### config.mk
export PLATFORM = sky130hd
export DESIGN_NAME = idle_wake_ctrl
export DESIGN_NICKNAME = d
export VERILOG_FILES = /design/src/rtl/idle_wake_pkg.sv /design/src/rtl/idle_timer.sv /design/src/rtl/sleep_ctrl.sv /design/src/rtl/flag_unit.sv /design/src/rtl/idle_wake_ctrl.sv
export SDC_FILE = /design/constraint.sdc
export NUM_CORES = 1
export LEC_CHECK = 0
export BUFFER_PORTS_ARGS = -buffer_cell sky130_fd_sc_hd__buf_4
export CORE_AREA = 3 3 40 42
export CTS_CLUSTER_SIZE = 8
export DETAILED_ROUTE_END_ITERATION = 10
export DIE_AREA = 0 0 43 45
export PLACE_DENSITY_LB_ADDON = 0.08
export SETUP_SLACK_MARGIN = 0.4
export SLEW_MARGIN = 20
export SYNTH_ARGS = -nofsm -noshare
export SYNTH_HDL_FRONTEND = slang
export SYNTH_HIERARCHICAL = 1
export SYNTH_SLANG_ARGS = --single-unit
export TNS_END_PERCENT = 50
### constraint.sdc
create_clock -name clk -period 1.52 [get_ports clk]
set_input_delay 0.152 -clock clk [delete_from_list [all_inputs] [get_ports clk]]
set_output_delay 0.152 -clock clk [all_outputs]
set_load 0.01 [all_outputs]
### src/rtl/idle_wake_pkg.sv
// Shared types and helpers for the idle-line wakeup controller.
// Assumes a frame of start + data + stop bits whose length grows by one
// for nine-bit data and by one for a second stop bit.
package idle_wake_pkg;

    // Frame format selection as seen by the idle timer.
    typedef struct packed {
        logic nine_bit;
        logic two_stop;
    } frame_cfg_t;

    // Number of extra bit times the frame format adds to the base length.
    function automatic logic [1:0] frame_extra(input frame_cfg_t cfg);
        return {1'b0, cfg.nine_bit} + {1'b0, cfg.two_stop};
    endfunction

endpackage

### src/rtl/idle_timer.sv
// Idle gap timer.
// Counts bit ticks with the line high once a character has completed and
// pulses idle_hit on the tick that completes a full character time.
// Assumes bit_tick is a single-cycle pulse. A low line in any cycle restarts
// the count. A character-complete pulse re-arms and restarts, and wins over
// a tick in the same cycle.
module idle_timer
    import idle_wake_pkg::*;
#(
    parameter int unsigned BASE_BITS = 10
) (
    input  logic       clk,
    input  logic       rst_n,
    input  logic       bit_tick,
    input  logic       line_lvl,
    input  logic       char_done,
    input  frame_cfg_t cfg,
    output logic       idle_hit
);
    localparam int unsigned CNT_W = $clog2(BASE_BITS + 3);

    logic             armed;
    logic [CNT_W-1:0] cnt;
    logic [CNT_W-1:0] target_m1;
    logic             at_last;

    // Last count value before the gap is complete, from the frame format.
    always_comb begin
        target_m1 = CNT_W'(BASE_BITS - 1) + CNT_W'(frame_extra(cfg));
        at_last   = (cnt == target_m1);
    end

    // Detection fires on the tick that would take the count to the target.
    assign idle_hit = armed & bit_tick & line_lvl & ~char_done & at_last;

    // Arm on a character, restart on a low line, advance on high-line ticks.
    always_ff @(posedge clk) begin
        if (!rst_n) begin
            armed <= 1'b0;
            cnt   <= '0;
        end else if (char_done) begin
            armed <= 1'b1;
            cnt   <= '0;
        end else if (!line_lvl) begin
            cnt   <= '0;
        end else if (armed && bit_tick) begin
            if (at_last) begin
                armed <= 1'b0;
                cnt   <= '0;
            end else begin
                cnt   <= cnt + 1'b1;
            end
        end
    end

endmodule

### src/rtl/sleep_ctrl.sv
// Sleep bit register.
// Set by the software strobe, cleared by an idle detection. The strobe wins
// when both fall in the same cycle.
module sleep_ctrl (
    input  logic clk,
    input  logic rst_n,
    input  logic sleep_set,
    input  logic idle_hit,
    output logic sleep
);

    // Hold the sleep state with set priority over automatic wake.
    always_ff @(posedge clk) begin
        if (!rst_n) begin
            sleep <= 1'b0;
        end else if (sleep_set) begin
            sleep <= 1'b1;
        end else if (idle_hit) begin
            sleep <= 1'b0;
        end
    end

endmodule

### src/rtl/flag_unit.sv
// Status gating and sticky flags.
// Blocks receiver set events while asleep, except idle when wake_idle_cfg
// is 1, and keeps sticky ready and idle flags where a set beats a clear.
// Assumes every input event is a single-cycle pulse.
module flag_unit #(
    parameter int unsigned AUX_W = 2
) (
    input  logic             clk,
    input  logic             rst_n,
    input  logic             sleep,
    input  logic             wake_idle_cfg,
    input  logic             char_done,
    input  logic             idle_hit,
    input  logic [AUX_W-1:0] aux_evt,
    input  logic             rdy_clr,
    input  logic             idle_clr,
    output logic             rdy_set,
    output logic             idle_set,
    output logic [AUX_W-1:0] aux_set,
    output logic             rdy_flag,
    output logic             idle_flag
);
    localparam int unsigned N_STICKY = 2;

    logic [N_STICKY-1:0] st_set;
    logic [N_STICKY-1:0] st_clr;
    logic [N_STICKY-1:0] st_q;

    // Gate the set events with the sleep state.
    always_comb begin
        rdy_set  = char_done & ~sleep;
        idle_set = idle_hit & (wake_idle_cfg | ~sleep);
    end

    // One gate per auxiliary status event.
    for (genvar g = 0; g < AUX_W; g++) begin : g_aux
        assign aux_set[g] = aux_evt[g] & ~sleep;
    end

    assign st_set = {idle_set, rdy_set};
    assign st_clr = {idle_clr, rdy_clr};

    // One sticky bit per flag, set has priority over clear.
    for (genvar f = 0; f < N_STICKY; f++) begin : g_sticky
        always_ff @(posedge clk) begin
            if (!rst_n) begin
                st_q[f] <= 1'b0;
            end else if (st_set[f]) begin
                st_q[f] <= 1'b1;
            end else if (st_clr[f]) begin
                st_q[f] <= 1'b0;
            end
        end
    end

    assign rdy_flag  = st_q[0];
    assign idle_flag = st_q[1];

endmodule

### src/rtl/idle_wake_ctrl.sv
// Idle-line wakeup controller, top level.
// Connects the idle gap timer, the sleep register and the flag gating.
// Assumes bit_tick, char_done and the strobes are single-cycle pulses
// synchronous to clk, and line_lvl is already synchronised.
module idle_wake_ctrl
    import idle_wake_pkg::*;
#(
    parameter int unsigned BASE_BITS = 10,
    parameter int unsigned AUX_W     = 2
) (
    input  logic             clk,
    input  logic             rst_n,
    input  logic             bit_tick,
    input  logic             line_lvl,
    input  logic             char_done,
    input  logic             nine_bit,
    input  logic             two_stop,
    input  logic             sleep_set,
    input  logic             wake_idle_cfg,
    input  logic             rdy_clr,
    input  logic             idle_clr,
    input  logic [AUX_W-1:0] aux_evt,
    output logic             sleep,
    output logic             rdy_set,
    output logic             idle_set,
    output logic [AUX_W-1:0] aux_set,
    output logic             rdy_flag,
    output logic             idle_flag
);
    frame_cfg_t cfg;
    logic       hit_w;

    assign cfg = '{nine_bit: nine_bit, two_stop: two_stop};

    idle_timer #(.BASE_BITS(BASE_BITS)) u_timer (
        .clk       (clk),
        .rst_n     (rst_n),
        .bit_tick  (bit_tick),
        .line_lvl  (line_lvl),
        .char_done (char_done),
        .cfg       (cfg),
        .idle_hit  (hit_w)
    );

    sleep_ctrl u_sleep (
        .clk       (clk),
        .rst_n     (rst_n),
        .sleep_set (sleep_set),
        .idle_hit  (hit_w),
        .sleep     (sleep)
    );

    flag_unit #(.AUX_W(AUX_W)) u_flags (
        .clk           (clk),
        .rst_n         (rst_n),
        .sleep         (sleep),
        .wake_idle_cfg (wake_idle_cfg),
        .char_done     (char_done),
        .idle_hit      (hit_w),
        .aux_evt       (aux_evt),
        .rdy_clr       (rdy_clr),
        .idle_clr      (idle_clr),
        .rdy_set       (rdy_set),
        .idle_set      (idle_set),
        .aux_set       (aux_set),
        .rdy_flag      (rdy_flag),
        .idle_flag     (idle_flag)
    );

endmodule

==> run_results.csv <==
group,metric,value,unit
status,status,"complete, but fails checks",
hold_path,hold_class,"input port to flip-flop",
layout,layoutNonFillerInstCount,100,
hold_path,min_path_cells,2,
drt,wl,1.44,mm
synthesis,syn_area,480,um^2
synthesis,synthAdderAreaFrac,5.21,%
setup_path,r2r_setup_slack,0.04,ns
setup_path,worstReg2RegStart,"u_timer/cnt[1]$_SDFFE_PP0P_",
timing,hold_viol,0,
clock_tree,cts-root-buf,"clkbuf_4",
synthesis,synth_compound_area_share,15.4,%
clock_tree,postCtsHoldBufs,0,
setup_path,crit_start,"u_timer/cnt[1]$_SDFFE_PP0P_",
drt,drc,0,
power_and_ir_drop,powerDensity,584,nW/um^2
power_and_ir_drop,total_power,506,uW
global_route,first_global_vias,488,
global_route,grt_pass1_wl,2.29,mm
global_route,grt_max_degree,8,
timing,setup_viol,1,
status,violations,"negative setup slack",
global_route,track_usage,16.1,%
timing,setup_ws,-0.0982,ns
timing,max_freq,618,MHz
drt,vias,537,
drt,drt_iter0_markers,10,
timing,grt_setup_unrepaired,"true",
synthesis,yosysTopAreaCell,"dfxtp_1",
clock_tree,clock_sinks,8,
drt,drtPass1Iterations,4,
synthesis,syn_nets,68,
clock_tree,cts_buffer_depth,2,
synthesis,synth_cell_types,26,
synthesis,yosysMostFrequentCell,"dfxtp_1",
setup_path,crit_slowest_cell,"dfxtp_4",
clock_tree,cts_tree,"yes",
timing,fin_crit,1.62,ns
setup_path,cp.arrival,1.47,ns
placed_design,routabilityCongestion,0.802,
setup_path,critical-path-max-stage-delay,0.36,ns
setup_path,crit_type,"flip-flop to output pin",
timing,whs,0.110,ns
setup_path,critPathTopFamily,"simple AND/OR/NAND/NOR gates",
power_and_ir_drop,p_leak,0.000370,uW
drt,drtAntennaViolNets,0,
clock_tree,clk_latency,0.25,ns
clock_tree,cts_made_buffers,3,
setup_path,r2r_cells,7,
setup_path,worst-path-buf-inv,1,
layout,fillers,108,
timing,slew_viol_final,0,
synthesis,synth_xor_area_share,3.65,%
timing,worst_slew_pin_slew,0.237,ns
drt,vias_per_cell,5.37,
synthesis,ys_seq_area_share,33.3,%
floorplan,dieArea,1940,um^2
global_route,antenna_found_initial,0,
synthesis,synth_top_family_by_area,"simple AND/OR/NAND/NOR gates",
layout,post-route-util,67.5,%
floorplan,die_w,43,um
placed_design,preCtsSetupSlack,-0.0232,ns
power_and_ir_drop,ir_worst_vdd,0.363,mV
placed_design,io_buffers,19,
synthesis,synth_edf_count,0,
setup_path,required,1.37,ns
setup_path,cp-start-kind,"flip-flop",
setup_path,endpoint,"idle_set",
floorplan,initial_core_util,37.4,%
layout,drive_above_1_share,68.2,%
run,maxCapViolations,0,
setup_path,timing.rr.end,"u_sleep/sleep$_SDFFE_PN0P_",
synthesis,synthFlopType,"dfxtp_1",
timing,skew,0.00486,ns
placed_design,dp_hpwl,894,um
synthesis,yosys_warnings,6,
floorplan,core_area,1280,um^2
layout,area_growth,80.5,%
setup_path,end_kind,"output pin",
placed_design,placed_cells,90,
synthesis,synth_area_leaders,"dfxtp_1, nor2b_4, ha_1, nand3_1, o21ai_0",
layout,nets,102,
floorplan,pin_count,20,
synthesis,netlist_instances,53,
setup_path,crit_chain,"xnor2_4 > nor3b_4 > and4_4 > nor2b_4 > buf_6",
timing,slew_headroom,84.1,%
synthesis,synth_simple_gate_area_share,40.1,%
drt,wire_per_inst,14.4,um
synthesis,ys_ff_latch,8,
layout,antenna_cells,0,
global_route,globalRouteOverflowTotal,0,
synthesis,ys_top_cells_by_count,"dfxtp_1, nand3_1, o21ai_0, inv_1, nor2b_1",
setup_path,path_max_fanout,3,
timing,timing.final.crit_share,106,%
floorplan,fp.dieH,45,um
synthesis,synthMuxAreaShare,0,%
synthesis,syn_area_per_cell,9.07,um^2
synthesis,synth_top_cell_area_share,33.3,%
setup_path,path_depth,5,
floorplan,rows,13,
synthesis,synth_async_sr_flop_share,0,%
clock_tree,htreeDepth,1,
clock_tree,clk_pin_slew,0.06,ns
-- registers in the layout, indices dropped and copies added (netlist names) --
register and count:
u_flags/rdy_flag 1, u_flags/idle_flag 1, u_sleep/sleep 1, u_timer/cnt 4, u_timer/armed 1
-- worst reg2reg max path, cell delays in order, from the launching register on --
cell and delay (ns):
dfxtp_4 0.36, xnor2_4 0.13, nor3b_4 0.23, and4_4 0.25
buf_4 0.11, buf_4 0.11, nor2b_4 0.03, o21a_1 0.16
-- worst min path at each step --
stage / startpoint / endpoint / slack [ns]
final: sleep_set / u_sleep/sleep$_SDFFE_PN0P_ / 0.11
after global routing: sleep_set / u_sleep/sleep$_SDFFE_PN0P_ / 0.10
after CTS: sleep_set / u_sleep/sleep$_SDFFE_PN0P_ / 0.10
after detailed placement: sleep_set / u_sleep/sleep$_SDFFE_PN0P_ / 0.37
after global placement: sleep_set / u_sleep/sleep$_SDFFE_PN0P_ / 0.37
after floorplan: rst_n / u_sleep/sleep$_SDFFE_PN0P_ / 0.27
-- routing by layer --
| metal | up-vias | wire [um] | track usage [%] |
|---|---|---|---|
| met3 | 6 | 115 | 3.59 |
| li1 | 263 | - | - |
| met4 | 0 | 19 | 7.23 |
| met5 | - | 0 | 0 |
| met1 | 242 | 553 | 19.7 |
| met2 | 26 | 748 | 27.2 |
-- cell usage in the layout (no fill, tap or decap), drive strengths merged, types with 3 or more instances in the layout --
cell type / count
nand2: 3
dfxtp: 8
nor2b: 6
nand3: 5
inv: 3
buf: 29
o21ai: 6
clkbuf: 3
-- kinds of logic (layout without fill, tap and decap cells) --
family                   Yosys count  count (layout)
AO/OA/AOI/OAI                     12              12
flip-flops                         8               8
adder cells (fa/ha/maj)            2               2
AND/OR/NAND/NOR                   26              26
XOR/XNOR                           2               2
buffers and inverters              3              35
-- what timing repair did --
item / 4_1_cts / 5_1_grt
buffers inserted: 3 / 4
setup endpoints to repair: 9 / 11
endpoints found under the hold margin: 0 / 0
pin swaps: 8 / 5
resized for setup: 14 / 12
-- where the power goes --
part           internal, uW  switching [uW]
Sequential              213            7.20
Combinational          69.8            50.2
Clock                  90.6            75.7
Total                   373             133
-- per-stage QoR --
step	setup TNS, ns	instance area (um^2)
finish	-0.0982	867
global route	-0.173	867
CTS	-0.0939	791
detailed placement	-0.0232	707
global placement	-0.0116	707
floorplan	0	523
-- layout make-up --
cell class | count | area [um^2] | area share [%]
clock buffers | 3 | 22.5 | 2.60
inverters | 3 | 23.8 | 2.74
multi-input cells | 42 | 395 | 45.6
flip-flops and latches | 8 | 174 | 20.1
well taps | 15 | 18.8 | 2.16
repair buffers | 29 | 233 | 26.8
Note: power is estimated with default switching activity, not from simulation.
